==> src/rtl/sar_seq_pkg.sv <==
package sar_seq_pkg;

    localparam int RES_MAX   = 12;
    localparam int WIN_W     = 5;
    localparam int BPOS_W    = 4;
    localparam int DIV_SEL_W = 2;
    localparam int CNT_W     = (1 << DIV_SEL_W) - 1;

    typedef enum logic [1:0] {
        ST_IDLE   = 2'd0,
        ST_SAMPLE = 2'd1,
        ST_CONV   = 2'd2
    } sar_state_e;

    typedef struct packed {
        logic [WIN_W-1:0]     win;
        logic [BPOS_W-1:0]    lsb_pos;
        logic [DIV_SEL_W-1:0] div_sel;
    } conv_cfg_t;

    function automatic logic [WIN_W-1:0] window_len(input logic long_m, input logic [1:0] code);
        if (long_m)
            return 5'd12 + {1'b0, code, 2'b00};
        else
            return 5'd2 + {2'b00, code, 1'b0};
    endfunction

    function automatic logic [BPOS_W-1:0] lsb_of(input logic [1:0] res);
        case (res)
            2'd0:    return 4'd4;
            2'd1:    return 4'd2;
            default: return 4'd0;
        endcase
    endfunction

    function automatic conv_cfg_t make_cfg(input logic long_m, input logic [1:0] code,
                                           input logic [1:0] res, input logic [DIV_SEL_W-1:0] dsel);
        conv_cfg_t c;
        c.win     = window_len(long_m, code);
        c.lsb_pos = lsb_of(res);
        c.div_sel = dsel;
        return c;
    endfunction

endpackage

==> src/rtl/sar_clkdiv.sv <==
module sar_clkdiv
    import sar_seq_pkg::*;
(
    input  logic                 clk,
    input  logic                 rst,
    input  logic                 restart,
    input  logic [DIV_SEL_W-1:0] div_sel,
    output logic                 tick
);

    logic [CNT_W-1:0] cnt_q;
    logic [CNT_W-1:0] lim;

    always_comb lim = CNT_W'((1 << div_sel) - 1);

    assign tick = (cnt_q == lim);

    always_ff @(posedge clk) begin
        if (rst || restart)
            cnt_q <= '0;
        else if (tick)
            cnt_q <= '0;
        else
            cnt_q <= cnt_q + 1'b1;
    end


    tick_gap_chk: assert property (@(posedge clk) disable iff (rst)
        (tick && lim != '0 && !restart) |=> !tick)
        else $error("converter ticks closer than the divide length");

endmodule

==> src/rtl/sar_grp_regs.sv <==
module sar_grp_regs #(
    parameter int NGRP = 4,
    parameter int CHW  = 5,
    parameter int GIW  = 2
) (
    input  logic           clk,
    input  logic           rst,
    input  logic           wr,
    input  logic [GIW-1:0] wr_idx,
    input  logic [CHW-1:0] wr_chan,
    input  logic           adv,
    input  logic [GIW-1:0] rd_idx,
    output logic [CHW-1:0] rd_chan,
    output logic [GIW-1:0] turn
);

    logic [CHW-1:0] chan_q [NGRP];

    for (genvar g = 0; g < NGRP; g++) begin : g_reg
        always_ff @(posedge clk) begin
            if (rst)
                chan_q[g] <= '0;
            else if (wr && wr_idx == GIW'(g))
                chan_q[g] <= wr_chan;
        end
    end

    always_comb begin
        rd_chan = '0;
        for (int g = 0; g < NGRP; g++)
            if (rd_idx == GIW'(g)) rd_chan = chan_q[g];
    end

    always_ff @(posedge clk) begin
        if (rst)
            turn <= '0;
        else if (adv)
            turn <= (turn == GIW'(NGRP - 1)) ? '0 : turn + 1'b1;
    end


    turn_range_chk: assert property (@(posedge clk) disable iff (rst)
        turn <= GIW'(NGRP - 1))
        else $error("group turn pointer out of range");

endmodule

==> src/rtl/sar_core.sv <==
module sar_core
    import sar_seq_pkg::*;
#(
    parameter int GIW = 2
) (
    input  logic               clk,
    input  logic               rst,
    input  logic               start,
    input  logic [GIW-1:0]     start_grp,
    input  logic               abort,
    input  conv_cfg_t          cfg_in,
    input  logic               cmp_in,
    input  logic               cont_en,
    output logic               sample_en,
    output logic               bit_strobe,
    output logic [RES_MAX-1:0] dac_code,
    output logic [RES_MAX-1:0] result,
    output logic               done,
    output logic [GIW-1:0]     done_grp,
    output logic [GIW-1:0]     cur_grp,
    output logic               active
);

    sar_state_e         state_q;
    conv_cfg_t          cfg_q;
    logic [WIN_W-1:0]   tcnt_q;
    logic [BPOS_W-1:0]  bpos_q;
    logic [RES_MAX-1:0] trial_q;
    logic [RES_MAX-1:0] trial_nx;
    logic               tick;
    logic               last_bit;
    logic               auto_rs;
    logic               div_restart;

    assign last_bit    = (bpos_q == cfg_q.lsb_pos);
    assign auto_rs     = (state_q == ST_CONV) && tick && last_bit && cont_en && !abort && !start;
    assign div_restart = start || auto_rs;

    sar_clkdiv u_div (
        .clk     (clk),
        .rst     (rst),
        .restart (div_restart),
        .div_sel (cfg_q.div_sel),
        .tick    (tick)
    );

    always_comb begin
        trial_nx = trial_q;
        if (!cmp_in)
            trial_nx[bpos_q] = 1'b0;
        if (!last_bit)
            trial_nx[bpos_q - 1'b1] = 1'b1;
    end

    always_ff @(posedge clk) begin
        if (rst) begin
            state_q  <= ST_IDLE;
            cfg_q    <= '0;
            tcnt_q   <= '0;
            bpos_q   <= '0;
            trial_q  <= '0;
            result   <= '0;
            done     <= 1'b0;
            done_grp <= '0;
            cur_grp  <= '0;
        end else begin
            done <= 1'b0;
            if (start) begin
                state_q <= ST_SAMPLE;
                cfg_q   <= cfg_in;
                tcnt_q  <= '0;
                trial_q <= '0;
                cur_grp <= start_grp;
            end else if (abort) begin
                state_q <= ST_IDLE;
                trial_q <= '0;
            end else begin
                case (state_q)
                    ST_SAMPLE: begin
                        if (tick) begin
                            if (tcnt_q == cfg_q.win - 1'b1) begin
                                state_q <= ST_CONV;
                                bpos_q  <= BPOS_W'(RES_MAX - 1);
                                trial_q <= RES_MAX'(1) << (RES_MAX - 1);
                            end else begin
                                tcnt_q <= tcnt_q + 1'b1;
                            end
                        end
                    end
                    ST_CONV: begin
                        if (tick) begin
                            if (last_bit) begin
                                result   <= trial_nx;
                                done     <= 1'b1;
                                done_grp <= cur_grp;
                                trial_q  <= '0;
                                if (cont_en) begin
                                    state_q <= ST_SAMPLE;
                                    cfg_q   <= cfg_in;
                                    tcnt_q  <= '0;
                                end else begin
                                    state_q <= ST_IDLE;
                                end
                            end else begin
                                trial_q <= trial_nx;
                                bpos_q  <= bpos_q - 1'b1;
                            end
                        end
                    end
                    default: state_q <= ST_IDLE;
                endcase
            end
        end
    end

    assign sample_en  = (state_q == ST_SAMPLE);
    assign bit_strobe = (state_q == ST_CONV) && tick;
    assign dac_code   = trial_q;
    assign active     = (state_q != ST_IDLE);


    done_pulse_chk: assert property (@(posedge clk) disable iff (rst)
        done |=> !done)
        else $error("done held longer than one cycle");


    done_after_active_chk: assert property (@(posedge clk) disable iff (rst)
        done |-> $past(active))
        else $error("done without a running conversion");


    result_hold_chk: assert property (@(posedge clk) disable iff (rst)
        !done |-> $stable(result))
        else $error("result changed outside a done cycle");


    bit_range_chk: assert property (@(posedge clk) disable iff (rst)
        (state_q == ST_CONV) |-> (bpos_q >= cfg_q.lsb_pos))
        else $error("approximation ran below the selected width");


    window_range_chk: assert property (@(posedge clk) disable iff (rst)
        (state_q == ST_SAMPLE) |-> (tcnt_q < cfg_q.win))
        else $error("sampling window count overran");

endmodule

==> src/rtl/sar_seq.sv <==
module sar_seq
    import sar_seq_pkg::*;
#(
    parameter  int NGRP = 4,
    parameter  int CHW  = 5,
    localparam int GIW  = (NGRP > 1) ? $clog2(NGRP) : 1
) (
    input  logic               clk,
    input  logic               rst,
    input  logic [1:0]         div_sel,
    input  logic               long_mode,
    input  logic [1:0]         period_code,
    input  logic [1:0]         res_sel,
    input  logic               cont_en,
    input  logic               hw_mode,
    input  logic               hw_trig,
    input  logic               grp_wr,
    input  logic [GIW-1:0]     grp_wr_idx,
    input  logic [CHW-1:0]     grp_wr_chan,
    input  logic               cmp_in,
    output logic               sample_en,
    output logic               bit_strobe,
    output logic [RES_MAX-1:0] dac_code,
    output logic [RES_MAX-1:0] result,
    output logic               done,
    output logic [GIW-1:0]     done_grp,
    output logic               active,
    output logic [CHW-1:0]     conv_chan
);

    logic           hits_cur;
    logic           sw_start;
    logic           hw_start;
    logic           start;
    logic           abort;
    logic [GIW-1:0] start_grp;
    logic [GIW-1:0] cur_grp;
    logic [GIW-1:0] turn;
    conv_cfg_t      cfg_now;

    assign cfg_now   = make_cfg(long_mode, period_code, res_sel, div_sel);
    assign hits_cur  = grp_wr && active && (grp_wr_idx == cur_grp);
    assign sw_start  = grp_wr && !hw_mode && (grp_wr_idx == '0) && (!active || hits_cur);
    assign hw_start  = hw_mode && hw_trig && !active;
    assign start     = sw_start || hw_start;
    assign abort     = hits_cur;
    assign start_grp = sw_start ? '0 : turn;

    sar_grp_regs #(.NGRP(NGRP), .CHW(CHW), .GIW(GIW)) u_regs (
        .clk     (clk),
        .rst     (rst),
        .wr      (grp_wr),
        .wr_idx  (grp_wr_idx),
        .wr_chan (grp_wr_chan),
        .adv     (hw_start),
        .rd_idx  (cur_grp),
        .rd_chan (conv_chan),
        .turn    (turn)
    );

    sar_core #(.GIW(GIW)) u_core (
        .clk        (clk),
        .rst        (rst),
        .start      (start),
        .start_grp  (start_grp),
        .abort      (abort),
        .cfg_in     (cfg_now),
        .cmp_in     (cmp_in),
        .cont_en    (cont_en),
        .sample_en  (sample_en),
        .bit_strobe (bit_strobe),
        .dac_code   (dac_code),
        .result     (result),
        .done       (done),
        .done_grp   (done_grp),
        .cur_grp    (cur_grp),
        .active     (active)
    );


    sw_no_start_chk: assert property (@(posedge clk) disable iff (rst)
        (!hw_mode && !active && (!grp_wr || grp_wr_idx != '0)) |=> !active)
        else $error("conversion started without a group 0 write");


    hw_start_chk: assert property (@(posedge clk) disable iff (rst)
        (hw_mode && hw_trig && !active) |=> (active && sample_en))
        else $error("hardware trigger did not start a conversion");


    abort_chk: assert property (@(posedge clk) disable iff (rst)
        (hw_mode && grp_wr && active && grp_wr_idx == cur_grp) |=> (!active && !done))
        else $error("write to the converting group did not abort");

endmodule

==> config.mk <==
export PLATFORM = sky130hd
export DESIGN_NAME = sar_seq
export DESIGN_NICKNAME = d
export VERILOG_FILES = /design/src/rtl/sar_seq_pkg.sv /design/src/rtl/sar_clkdiv.sv /design/src/rtl/sar_grp_regs.sv /design/src/rtl/sar_core.sv /design/src/rtl/sar_seq.sv
export SDC_FILE = /design/constraint.sdc
export NUM_CORES = 1
export LEC_CHECK = 0
export ABC_AREA = 1
export BUFFER_PORTS_ARGS = -buffer_cell sky130_fd_sc_hd__clkbuf_2
export CORE_ASPECT_RATIO = 1.75
export CORE_MARGIN = 2
export CORE_UTILIZATION = 40
export DETAILED_ROUTE_END_ITERATION = 10
export PLACE_DENSITY = 0.59
export SETUP_SLACK_MARGIN = 0.15
export SYNTH_ARGS = -nofsm -noshare
export SYNTH_HDL_FRONTEND = slang
export SYNTH_HIERARCHICAL = 1
export SYNTH_SLANG_ARGS = --single-unit
==> constraint.sdc <==
create_clock -name clk -period 2.3 [get_ports clk]
set_input_delay 0.46 -clock clk [delete_from_list [all_inputs] [get_ports clk]]
set_output_delay 0.46 -clock clk [all_outputs]
set_load 0.005 [all_outputs]
# Yosys cells after proc, flatten, opt, wreduce, memory -nomap -nowiden

Memory sizes are Yosys's and may differ from the RTL's.
Index checks and enable logic that the tools add are counted.

Output and inout bits: 35
Logic and storage cells: 174
Input bits: 21
Memories kept: 1
RAM bits: 20
Flip-flop bits (word level): 56

Memories:

| name          | depth | width | rd ports | clocked after Yosys merged registers in | write ports | line               | RTL |
|---|---|---|---|---|---|---|---|
| u_regs.chan_q | 4     | 5     | 4        | 0                                       | 4           | sar_grp_regs.sv:17 | `logic [CHW-1:0] chan_q [NGRP];` |

Multiplexer cells: 63
Bitwise logic cells: 11
Shift operators: 1
Reduce and logical (&&, ||, !) cells: 46
Eq/ne operators: 26
Add/subtract/negate cells: 8
Order comparisons: 4

Operators with widths:

| kind                 | number |
|---|---|
| $mux W12             | 6 |
| $mux W5              | 14 |
| $mux W11             | 6 |
| $pmux W12 S2         | 1 |
| $mux W1              | 20 |
| $logic_and A1 B1 Y1  | 18 |
| $mux W4              | 4 |
| $reduce_and A7 Y1    | 2 |
| $and A12 B12 Y12     | 1 |
| $eq A2 B2 Y1 const B | 6 |
| $mux W2              | 6 |
| $not A12 Y12         | 1 |
| $or A12 B12 Y12      | 1 |
| $reduce_and A4 Y1    | 3 |
| $reduce_bool A2 Y1   | 6 |
| $lt A4 B5 Y1 const B | 2 |
| $ne A2 B1 Y1 const B | 5 |
| $pmux W5 S2          | 1 |
| $reduce_and A5 Y1    | 2 |
| $demux W1 S4         | 2 |
| $eq A2 B1 Y1 const B | 4 |
| $ge A4 B1 Y1 const B | 2 |
| $ne A4 B1 Y1 const B | 2 |
| $ne A4 B2 Y1 const B | 2 |
| other kinds (25)     | 42 |

# Longest topological paths before layout

Gate-level depths: netlist of run 1.

Word-level depth: 12
Mapped depth: 15

# Modules after synthesis

The synthesis of run 1 kept the hierarchy.

Modules (own cells, without submodules):

| module       | cells each | instances | area each (um2) |
|---|---|---|---|
| sar_core     | 429        | 1         | 2831.5 |
| sar_grp_regs | 102        | 1         | 1012.2 |
| sar_seq      | 40         | 1         | 198.9 |
| sar_clkdiv   | 25         | 1         | 175.2 |

# Worst setup path after synthesis of run 1

OpenSTA, ideal clock, no wires.

Kind: reg-to-reg
Start: register u_core.state_q[1]
End: register u_core.result[3]
Slack: 0.519 ns
Buffers on the path: 1
Clock period less this slack: 1.781 ns
Arrival time: 1.661 ns
Stages on the path, launching flop included: 12
Path through: dfxtp_1 inv_1 nand2_1 inv_1 o21bai_2 nand2_1 nand2_1 inv_1 nand2_1 nor3_4 buf_4 a21oi_1

Longest elaborated chain between the ends: 8
Elaborated cells on any way between the ends: 12
Classes of those cells: 1 x eq/ne; 2 x bitwise; 9 x reduce/logical

Ends and longest elaborated chain:

| element                           | line            | RTL |
|---|---|---|
| start, declared                   | sar_core.sv:24  | `sar_state_e state_q;` |
| start signal, assigned            | sar_core.sv:57  | `state_q <= ST_IDLE;` |
| start signal, assigned            | sar_core.sv:69  | `state_q <= ST_SAMPLE;` |
| start signal, assigned            | sar_core.sv:75  | `state_q <= ST_IDLE;` |
| $reduce_bool A2 Y1 *              | sar_core.sv:119 | `assign active = (state_q != ST_IDLE);` |
| net active                        | sar_seq.sv:27   | `output logic active,` |
| $logic_and A1 B1 Y1 (2 in series) | sar_seq.sv:42   | `assign hits_cur = grp_wr && active && (grp_wr_idx == cur_grp);` |
| $logic_or A1 B1 Y1                | sar_seq.sv:43   | `assign sw_start = grp_wr && !hw_mode && (grp_wr_idx == '0) && (!active \|\| hits_cur);` |
| $logic_and A1 B1 Y1               | sar_seq.sv:43   |  |
| $logic_or A1 B1 Y1 *              | sar_seq.sv:45   | `assign start = sw_start \|\| hw_start;` |
| net start                         | sar_seq.sv:34   | `logic start;` |
| $not A1 Y1 (no line) *            | -               |  |
| $reduce_and A5 Y1 (no line) *     | -               |  |
| end signal, assigned              | sar_core.sv:93  | `result <= trial_nx;` |
| end, declared                     | sar_core.sv:17  | `output logic [RES_MAX-1:0] result,` |

Mark *: on every way through the listed nets, which the timed path passes. The rest lies on a longest branch.
A chain may end at the register's enable or synchronous reset.

# Worst setup path after layout of run 1

Start: register u_core.state_q[1]
End: output bit_strobe

Longest elaborated chain between the ends: 2

Ends and longest elaborated chain:

| element             | line            | RTL |
|---|---|---|
| $eq A2 B2 Y1        | sar_core.sv:117 | `assign bit_strobe = (state_q == ST_CONV) && tick;` |
| $logic_and A1 B1 Y1 | sar_core.sv:117 |  |
| end, declared       | sar_seq.sv:22   | `output logic bit_strobe,` |

Every way passes these cells.

==> results.txt, run 1 <==
status: completed
final period utilization: 91.63%
Sw Ratio: 35.63%
DR pass1 iterations: 4
Final Slew Violations: 0
Buffers on Ports: 55
Routed Antenna Nets: 0
r2r endpoint: u_core/result[5]
Internal Pwr Total: 0.002776 W
Hold Violations, Final: 0
Sequential Area: 1722 sq um
Critical R2R Launch: u_core/state_q[1]
Achievable Freq: 474.5 MHz
area leader, netlist: dfxtp_1
CTS tree: yes
hold_buf cts: 0
Seq pwr share: 37.6%
peak supply drop: 0.0005321 V
Residual DRC: 0
Clock Power Share: 32.7%
Crit Path Category: register to primary output
Slew @ Worst Pin: 0.7764 ns
clk sinks: 76
reg2reg setup slack: 0.33 ns
main flop type after synthesis: dfxtp_1
drt initial violations: 239
Final GP Congestion: 0.8985
Worst-path clk slew: 0.06 ns
Worst Path Arrival: 1.65 ns
site row count: 49
filler cell count in the final layout: 1025
worst min path class: input port to register
largest net degree at the start of global routing: 28
sum of negative setup slack: 0 ns
slowest CP cell: nor2_1
grt ovf: 0
syn_area_per_cell: 7.077 sq um
Async SR Flop Fraction: 0%
Post-synth EDFFs: 20
Post-Syn Area: 4218 sq um
initial antenna violation count: 0
worst setup path end: bit_strobe
number of setup violations in the final report: 0
Die Ht: 139.8 microns
area of the core: 10300 sq um
footprint of the multi-input gates: 2148 sq um
max_slew headroom: 48.18%
Num CTS Buffers: 9
GRT Overall Usage: 19.13%
H-tree lvl count: 3
critical path, cell by cell: inv_1, nor2_1, nand2_1, inv_2, clkbuf_2
post-synthesis sequential area ratio: 40.82%
clk buf depth: 2
worst skew pair latency: 0.35 ns
logic gate share of total power: 29.7%
die area: 11410 sq um
vias: 4006
die width: 81.63 microns
share of the synthesized area in the top cell type: 26.58%
Vias/cell: 5.045
nets: 693
Crit. End Element: primary output
wire per inst: 13.18 microns
ANT cells: 0
Initial Util: 40.95%
leakage dissipation: 2.335 nW
maxcap violations: 0
slowest stage delay, CP: 0.38 ns
first-pass GRT wire length: 16.84 mm
Yosys reg bits: 76
Area contributors post-synth: dfxtp_1, edfxtp_1, nand2_1
Synth warnings: 6
Worst Skew: 0.005369 ns
I/O pin cnt: 56
post-synthesis cell count: 596
Unique masters post-synth: 31
pwr dens: 855.1 nW/um^2
type of origin of the critical path: register
CP required: 1.84 ns
share of layout cells above drive strength 1: 19.49%
min cycle time layout: 2.107 ns
RSZ-0062 raised after global routing: yes
synthesis-to-layout area growth: 19.55%
number of global-route vias before repair: 3697
worst reg-to-reg path cell count: 16
Final Power: 0.004312 W
WL final: 10.47 mm
CP Max Fanout: 7
CP Launch Point: u_core/state_q[1]
root buf cell: clkbuf_16
hpwl dp: 7.909 mm
Core Util, Final: 48.96%
Net Switching: 0.001536 W
routing by layer:
metal	share of wire, %	vias up	global-route usage, %
met5	0	-	0
met4	2.6	0	9.035
met3	4.1	20	2.724
met2	54	81	34.94
met1	40	1843	20.85
li1	-	2062	-
cells in the mapped netlist, types with 9 or more instances:
master and count:
a21oi_1 20, dfxtp_1 56, edfxtp_1 20, ha_1 10, inv_1 63, inv_2 9
nand2_1 129, nand3_1 45, nand4_1 22, nor2_1 113, o21a_1 12, o21ai_0 39
critical path: cells and delay by family, from the launching register on:
family	cells	cell delay (ns)
buffers and inverters	3	0.32
DFF	1	0.35
and+or+nand+nor	2	0.63
final cells by class:
type	instances	area share, %
multi-input cells	433	42.61
flip-flops and latches	76	34.14
repair buffers	70	8.883
inverters	72	5.360
clock buffers	10	4.541
well taps	127	3.151
clock inverters	6	1.315
stage by stage:
step                setup WS, ns  std cells  hold WS [ns]  area, sq um
floorplan                 0.5188        598        0.4264         4225
global placement         0.08723        775        0.4487         4654
detailed placement     0.0009481        775        0.4584         4654
CTS                       0.1582        791        0.3369         4952
global route             0.04218        794        0.3478         5042
finish                    0.1926        794        0.3386         5042
worst min-delay path by stage:
| stage | startpoint | to | cells past startpoint |
|---|---|---|---|
| final | div_sel[1] | u_core/cfg_q[1] | 3 |
| after global routing | div_sel[0] | u_core/cfg_q[0] | 3 |
| after CTS | div_sel[1] | u_core/cfg_q[1] | 3 |
| after detailed placement | u_core/u_div/cnt_q[0] | u_core/u_div/cnt_q[0] | 1 |
| after global placement | u_core/u_div/cnt_q[0] | u_core/u_div/cnt_q[0] | 1 |
| after floorplan | u_core/u_div/cnt_q[0] | u_core/u_div/cnt_q[0] | 1 |
sequential cells by signal, indices dropped and copies added (netlist names):
register,cells
u_core/state_q,2
u_core/tcnt_q,5
u_regs/turn,2
u_core/bpos_q,4
u_core/cfg_q,11
u_core/done,1
u_core/done_grp,2
u_core/u_div/cnt_q,3
u_core/result,12
u_regs/chan_q,20
u_core/dac_code,12
u_core/cur_grp,2
cells in the final DEF (no fill, tap or decap), types with 2 or more instances in the layout:
master / instances
inv_1: 62
nor2_2: 7
xnor2_1: 3
a21oi_2: 8
clkbuf_2: 55
o21ai_0: 38
nand2_1: 127
buf_4: 11
buf_12: 2
nand4_2: 2
conb_1: 3
clkinvlp_4: 3
o21a_1: 12
xor2_1: 2
edfxtp_1: 20
nand2_2: 8
ha_1: 10
nor2_1: 111
o21ai_1: 6
dfxtp_1: 56
clkbuf_16: 11
nand3_1: 44
nand3_2: 3
inv_2: 10
a21oi_1: 20
nand4_1: 22
power groups by stage:
stage	registers [W]	logic [W]	clock network [W]
floorplan	0.00162	0.000942	0
global placement	0.00165	0.00123	0
detailed placement	0.00165	0.00125	0
CTS	0.00162	0.00126	0.00144
global route	0.00164	0.00145	0.00148
finish	0.00162	0.00128	0.00141
what timing repair did:
| action | in CTS | in global routing |
|---|---|---|
| endpoints found under the hold margin | 0 | 0 |
| endpoints found under the setup margin | 2 | 23 |
| setup buffers | 0 | 1 |
| pin swaps | 0 | 1 |
| resized for setup | 1 | 7 |
| gates cloned | 0 | 2 |
cells by family after synthesis:
family / after synthesis / share of synthesized area, %
compound gates: 87 / 12.13
xor+xnor: 6 / 1.246
fa+ha+maj: 10 / 2.966
buf+inv: 89 / 8.958
flops: 76 / 40.82
other cells: 1 / 0.08891
simple gates: 327 / 33.79
No activity file was read; power rests on OpenSTA's default activity.
==> inputs of run 2 (changes only) <==
--- a/config.mk
+++ b/config.mk
@@ -5,7 +5,7 @@
 export SDC_FILE = /design/constraint.sdc
 export NUM_CORES = 1
 export LEC_CHECK = 0
-export ABC_AREA = 1
+export ABC_AREA = 0
 export BUFFER_PORTS_ARGS = -buffer_cell sky130_fd_sc_hd__clkbuf_2
 export CORE_ASPECT_RATIO = 1.75
 export CORE_MARGIN = 2
==> run 2 against run 1 <==
Net effect:
- register-to-register slack worse by 0.27 ns
- sequential share of layout area down 0.25 points
- worst setup slack worse by 0.17 ns
- critical endpoint unchanged
- largest power group unchanged
==> results.txt, run 2 <==
initial antenna violation count: 0 (unchanged)
Final Slew Violations: 0 (unchanged)
Synth warnings: 6 (unchanged)
Initial Util: 41.02% (+0.070 points)
filler cell count in the final layout: 875 (-15%)
worst min path class: input port to register
nets: 527 (-24%)
DR WL met2: 5.846 mm (+4.2%)
Core Util, Final: 53.81% (+4.9 points)
slowest stage delay, CP: 0.54 ns (+0.16 ns)
largest net degree at the start of global routing: 25 (-11%)
Hold Violations, Final: 0 (unchanged)
share of layout cells above drive strength 1: 35.73% (+16 points)
WL final: 10.11 mm (-3.4%)
Met1 Wirelength: 3.716 mm (-11%)
Num CTS Buffers: 9 (unchanged)
most common cell after layout, fill and taps aside: clkbuf_2
die area: 10540 sq um (-7.6%)
Yosys reg bits: 76 (unchanged)
worst skew pair latency: 0.33 ns (-0.02 ns)
status: completed
Post-Syn Area: 3884 sq um (-7.9%)
Residual DRC: 0 (unchanged)
max_slew headroom: 63.35% (+15 points)
Vias/cell: 5.356 (+6.2%)
type of origin of the critical path: register
DR pass1 iterations: 4 (unchanged)
Area contributors post-synth: dfxtp_1, edfxtp_1, nand2_1
Async SR Flop Fraction: 0% (unchanged)
ANT cells: 0 (unchanged)
Buffers on Ports: 55 (unchanged)
site row count: 47 (-4.1%)
number of global-route vias before repair: 3317 (-10%)
slowest CP cell: or4_4
reg2reg setup slack: 0.06 ns (-0.27 ns)
die width: 78.49 microns (-3.8%)
share of the synthesized area in the top cell type: 28.87% (+2.3 points)
Die Ht: 134.4 microns (-3.9%)
Worst Path Arrival: 1.82 ns (+0.17 ns)
Worst Skew: 0.004696 ns (-0.0006732 ns)
hpwl dp: 7.290 mm (-7.8%)
final period utilization: 99.07% (+7.4 points)
maxcap violations: 0 (unchanged)
max reg flops: 20 (unchanged)
H-tree lvl count: 3 (unchanged)
number of setup violations in the final report: 0 (unchanged)
Achievable Freq: 438.9 MHz (-7.5%)
post-synthesis cell count: 417 (-30%)
post-synthesis sequential area ratio: 44.33% (+3.5 points)
area of the core: 9468 sq um (-8.1%)
main flop type after synthesis: dfxtp_1
drt initial violations: 122 (-49%)
area leader, netlist: dfxtp_1
clk buf depth: 2 (unchanged)
Max Used Layer: met4
most common cell in the synthesized netlist: dfxtp_1
pwr dens: 615.1 nW/um^2 (-28%)
pre-CTS setup slack: 0.03815 ns (+0.03720 ns)
GRT Overall Usage: 18.97% (-0.16 points)
hold_buf cts: 0 (unchanged)
min cycle time layout: 2.279 ns (+0.1711 ns)
Routed Antenna Nets: 0 (unchanged)
synthesis-to-layout area growth: 31.19%
CP required: 1.84 ns (about the same)
most frequent cells in the layout: clkbuf_2, dfxtp_1, nor2_1
critical path, cell by cell: or4_4, mux2i_4, or2_4, buf_6, and2_4, buf_6
root buf cell: clkbuf_16
RSZ-0062 raised after global routing: yes
peak supply drop: 0.0003714 V (-30%)
met3 wire length: 269 microns (-37%)
Crit. End Element: primary output
I/O pin cnt: 56 (unchanged)
first-pass GRT wire length: 15.48 mm (-8.0%)
Post-synth EDFFs: 20 (unchanged)
vias: 3337 (-17%)
Post-synth top cells: dfxtp_1, nand2_1, nor2_1, a21oi_1, edfxtp_1
placed cells: 597 (-23%)
fin cells: 623 (-22%)
Final GP Congestion: 0.8446 (-6.0%)
Crit Path Category: register to primary output
grt ovf: 0 (unchanged)
clk sinks: 76 (unchanged)
CTS tree: yes
Worst-path clk slew: 0.05 ns (about the same)
cell mode on critical path: buf_6
CP Max Fanout: 4 (-3)
Slew @ Worst Pin: 0.5487 ns (-0.2278 ns)
wire per inst: 16.23 microns (+23%)
leakage dissipation: 1.919 nW (-18%)
Largest Register: u_regs/chan_q
syn_area_per_cell: 9.313 sq um (+32%)
final worst slack: 0.02147 ns (-0.1711 ns)
Unique masters post-synth: 64 (+110%)
-- run 2: logic make-up (layout without fill, tap and decap cells) --
kind of cell / Yosys count / in the layout / share of synthesized area (%)
AOI/OAI and AO/OA: 96 / 96 / 16.49
xor gates and xnor gates: 13 / 13 / 2.932
adders and majority gates: 10 / 10 / 3.222
buffers and inverters: 35 / 115 / 4.607
DFF: 76 / 76 / 44.33
muxes: 22 / 22 / 7.410
other: 1 / 3 / 0.09656
and+or+nand+nor: 164 / 166 / 20.91
-- run 2: path summary, 6_finish.rpt --
path,startpoint,endpoint,cells past startpoint
setup / recovery,u_core/u_div/cnt_q[2],bit_strobe,6
hold / removal,div_sel[0],u_core/cfg_q[0],3
setup reg to reg,u_core/u_div/cnt_q[2],u_core/done_grp[1],9
hold reg to reg,u_core/result[4],u_core/result[4],2
-- run 2: final cells by class --
class	instances	area (sq um)	share of cell area, %
timing repair buffer	85	555.5	10.90
inverter	14	52.55	1.031
tap	122	152.6	2.996
clock inverter	3	21.27	0.4175
sequential	76	1727	33.89
clock buffer	13	260.3	5.108
multi-input combinational	310	2326	45.65
-- run 2: report_power, final --
part / switching (W) / internal, W
combinational: 0.000203 / 0.000180
sequential: 0.0000270 / 0.00142
clock: 0.000514 / 0.000791
total: 0.000744 / 0.00239
-- run 2: worst max-delay path, delay by kind of cell, from the launching register on --
| family | cells | cell delay, ns |
|---|---|---|
| mux | 1 | 0.15 |
| buf+inv | 2 | 0.19 |
| simple gates | 3 | 0.83 |
| flops | 1 | 0.32 |
-- run 2: what timing repair did --
item | in CTS | in global routing
pin swaps | 17 | 32
gates resized for setup | 17 | 65
setup buffers | 4 | 3
setup endpoints to repair | 48 | 50
cloned | 1 | 2
-- run 2: routing by layer --
layer  track usage (%)  up-vias
met4             10.53        0
met5                 0        -
met3             2.692       16
met2             36.83       77
li1                  -     1645
met1             18.70     1599
-- run 2: through the flow --
stage          setup TNS (ns)  instance area, sq um  total power, W  hold WS [ns]
3_3_place_gp                0                  4397        0.001785        0.4525
4_1_cts              -0.03189                  4770        0.003134        0.3668
2_1_floorplan               0                  3934        0.001679        0.4527
3_5_place_dp                0                  4397        0.001791        0.4547
5_1_grt              -0.01512                  5095        0.003258        0.4003
6_report                    0                  5095        0.003134        0.3927
==> inputs of run 3 (changes only) <==
--- a/config.mk
+++ b/config.mk
@@ -12,7 +12,7 @@
 export CORE_UTILIZATION = 40
 export DETAILED_ROUTE_END_ITERATION = 10
 export PLACE_DENSITY = 0.59
-export SETUP_SLACK_MARGIN = 0.15
+export SETUP_SLACK_MARGIN = 0.2
 export SYNTH_ARGS = -nofsm -noshare
 export SYNTH_HDL_FRONTEND = slang
 export SYNTH_HIERARCHICAL = 1
==> constraint.sdc (replaced) <==
create_clock -name clk -period 2.3 [get_ports clk]
set_input_delay 0.345 -clock clk [delete_from_list [all_inputs] [get_ports clk]]
set_output_delay 0.345 -clock clk [all_outputs]
set_load 0.005 [all_outputs]
==> run 3 against run 2 <==
Net effect:
- die area is the same
- register-to-register slack hardly changed
- global-route usage rose by 0.79 points
- critical path type is now register to register
- non-clock buffer count increased by 8
- final cell count increased by 1.3%
==> results.txt, run 3 (synthesized netlist as in run 2, its figures left out) <==
min cycle time layout: 2.235 ns (-0.04391 ns)
synthesis-to-layout area growth: 30.09%
drt initial violations: 156 (+28%)
grt ovf: 0 (unchanged)
peak supply drop: 0.0005133 V (+38%)
most frequent cells in the layout: clkbuf_2, dfxtp_1, nor2_1
WHS Endpoint: u_core/cfg_q[0]
reg2reg setup slack: 0.07 ns (about the same)
Die Ht: 134.4 microns (unchanged)
max_slew headroom: 61.66% (-1.7 points)
first-pass GRT wire length: 15.96 mm (+3.1%)
Worst-path clk slew: 0.06 ns (about the same)
status: completed
Largest Register: u_regs/chan_q
CTS tree: yes
fin cells: 631 (+1.3%)
Worst Skew: 0.007130 ns (+0.002434 ns)
r2r endpoint: u_core/cfg_q[8]
final period utilization: 97.16% (-1.9 points)
Vias/cell: 5.339 (-0.32%)
Final Slew Violations: 0 (unchanged)
Critical R2R Launch: u_core/cfg_q[1]
maxcap violations: 0 (unchanged)
Hold Violations, Final: 0 (unchanged)
number of global-route vias before repair: 3353 (+1.1%)
Routed Antenna Nets: 0 (unchanged)
ANT cells: 0 (unchanged)
Achievable Freq: 447.5 MHz (+2.0%)
min-delay src: div_sel[0]
worst skew pair latency: 0.34 ns (about the same)
final worst slack: 0.06538 ns (+0.04391 ns)
H-tree lvl count: 3 (unchanged)
WHS Path Cells: 3 (unchanged)
area of the core: 9468 sq um (unchanged)
Crit. End Element: register
pre-CTS setup slack: -0.01103 ns (-0.04918 ns)
Crit Path Category: register to register
worst min path class: input port to register
worst reg-to-reg path cell count: 9 (unchanged)
max reg flops: 20 (unchanged)
CP Max Fanout: 6 (+2)
Slew @ Worst Pin: 0.5751 ns (+0.02648 ns)
nets: 535 (+1.5%)
wire per inst: 16.29 microns (+0.34%)
hpwl dp: 7.414 mm (+1.7%)
clk sinks: 76 (unchanged)
most common cell after layout, fill and taps aside: clkbuf_2
Initial Util: 41.02% (unchanged)
leakage dissipation: 1.968 nW (+2.6%)
clk buf depth: 2 (unchanged)
placed cells: 601 (+0.67%)
critical path, cell by cell: or4_4, mux2i_4, or2_4, and2b_1, and3_4, a21o_4, clkbuf_16, mux2i_1, nor2_1
filler cell count in the final layout: 885 (+1.1%)
CP required: 2.52 ns (+0.68 ns)
vias: 3369 (+0.96%)
hold_buf cts: 0 (unchanged)
slowest stage delay, CP: 0.53 ns (about the same)
Worst Path Arrival: 2.46 ns (+0.64 ns)
site row count: 47 (unchanged)
initial antenna violation count: 0 (unchanged)
DR pass1 iterations: 4 (unchanged)
Bufs and invs on worst path: 1 (-1)
delay-heaviest family, CP: simple AND/OR/NAND/NOR gates
die width: 78.49 microns (unchanged)
RSZ-0062 raised after global routing: yes
Final GP Congestion: 0.8917 (+5.6%)
pwr dens: 645.7 nW/um^2 (+5.0%)
die area: 10540 sq um (unchanged)
Residual DRC: 0 (unchanged)
WL final: 10.28 mm (+1.6%)
largest net degree at the start of global routing: 29 (+16%)
number of setup violations in the final report: 0 (unchanged)
type of origin of the critical path: register
share of layout cells above drive strength 1: 33.99% (-1.7 points)
slowest CP cell: or4_4
root buf cell: clkbuf_16
Buffers on Ports: 55 (unchanged)
I/O pin cnt: 56 (unchanged)
GRT Overall Usage: 19.76% (+0.79 points)
Num CTS Buffers: 9 (unchanged)
## run 3: cell count changes in the layout (fill, tap and decap cells not counted), sizes merged
cell / change
clkinv: +1
bufinv: +1
clkinvlp: -1
buf: +7
## run 3: repair_timing
| action | in CTS | in global routing |
|---|---|---|
| endpoints found under the setup margin | 51 | 52 |
| buffers inserted | 4 | 7 |
| gates cloned | 2 | 1 |
| resized for setup | 11 | 38 |
| pin swaps | 2 | 21 |
## run 3: cell type report
class,count,area (sq um),share of cell area (%)
Multi-Input combinational cell,310,2213,43.81
Clock buffer,12,260.3,5.151
Tap cell,122,152.6,3.021
Clock inverter,4,46.29,0.9163
Inverter,14,52.55,1.040
Sequential cell,76,1725,34.15
Timing Repair Buffer,93,601.8,11.91
## run 3: worst max-delay path by stage
stage	start	end	slack, ns	depth (start not counted)
floorplan	u_core/cfg_q[0]	u_core/dac_code[3]	0.07	8
global placement	u_core/cfg_q[0]	u_core/result[5]	0.03	9
detailed placement	u_core/cfg_q[1]	u_core/result[2]	-0.01	8
CTS	u_core/cfg_q[0]	bit_strobe	0.05	6
global route	u_core/cfg_q[1]	u_core/bpos_q[2]	-0.02	8
finish	u_core/cfg_q[1]	u_core/cfg_q[8]	0.07	9
## run 3: per-stage QoR
| step | area [sq um] | setup TNS, ns | utilization (%) | total power [W] | hold WS, ns |
|---|---|---|---|---|---|
| floorplan | 3929 | 0 | - | 0.001679 | 0.4221 |
| global placement | 4422 | 0 | 46.70 | 0.001782 | 0.4448 |
| detailed placement | 4422 | -0.04516 | 46.70 | 0.001792 | 0.4558 |
| CTS | 4811 | 0 | 50.81 | 0.003259 | 0.2391 |
| global route | 5052 | -0.06145 | 53.36 | 0.003396 | 0.2499 |
| finish | 5052 | 0 | 53.36 | 0.003262 | 0.2452 |
## run 3: per-layer routing
layer  vias to the layer above  part of all wire (%)  track usage, %
met4                         0                   2.5           8.187
met2                        69                    58           39.42
met5                         -                     0               0
met1                      1618                    36           18.58
li1                       1665                     -               -
met3                        17                   3.3           4.643
## run 3: worst reg2reg max path, stage by stage, from the launching register on
cell and delay [ns]:
dfxtp_2 0.34, or4_4 0.53, mux2i_4 0.16, or2_4 0.17
and2b_1 0.18, and3_4 0.19, a21o_4 0.16, clkbuf_16 0.16
mux2i_1 0.19, nor2_1 0.06
## run 3: power breakdown
group / internal [W] / switching, W
clock: 0.000907 / 0.000525
sequential: 0.00142 / 0.0000282
combinational: 0.000190 / 0.000193
total: 0.00252 / 0.000746
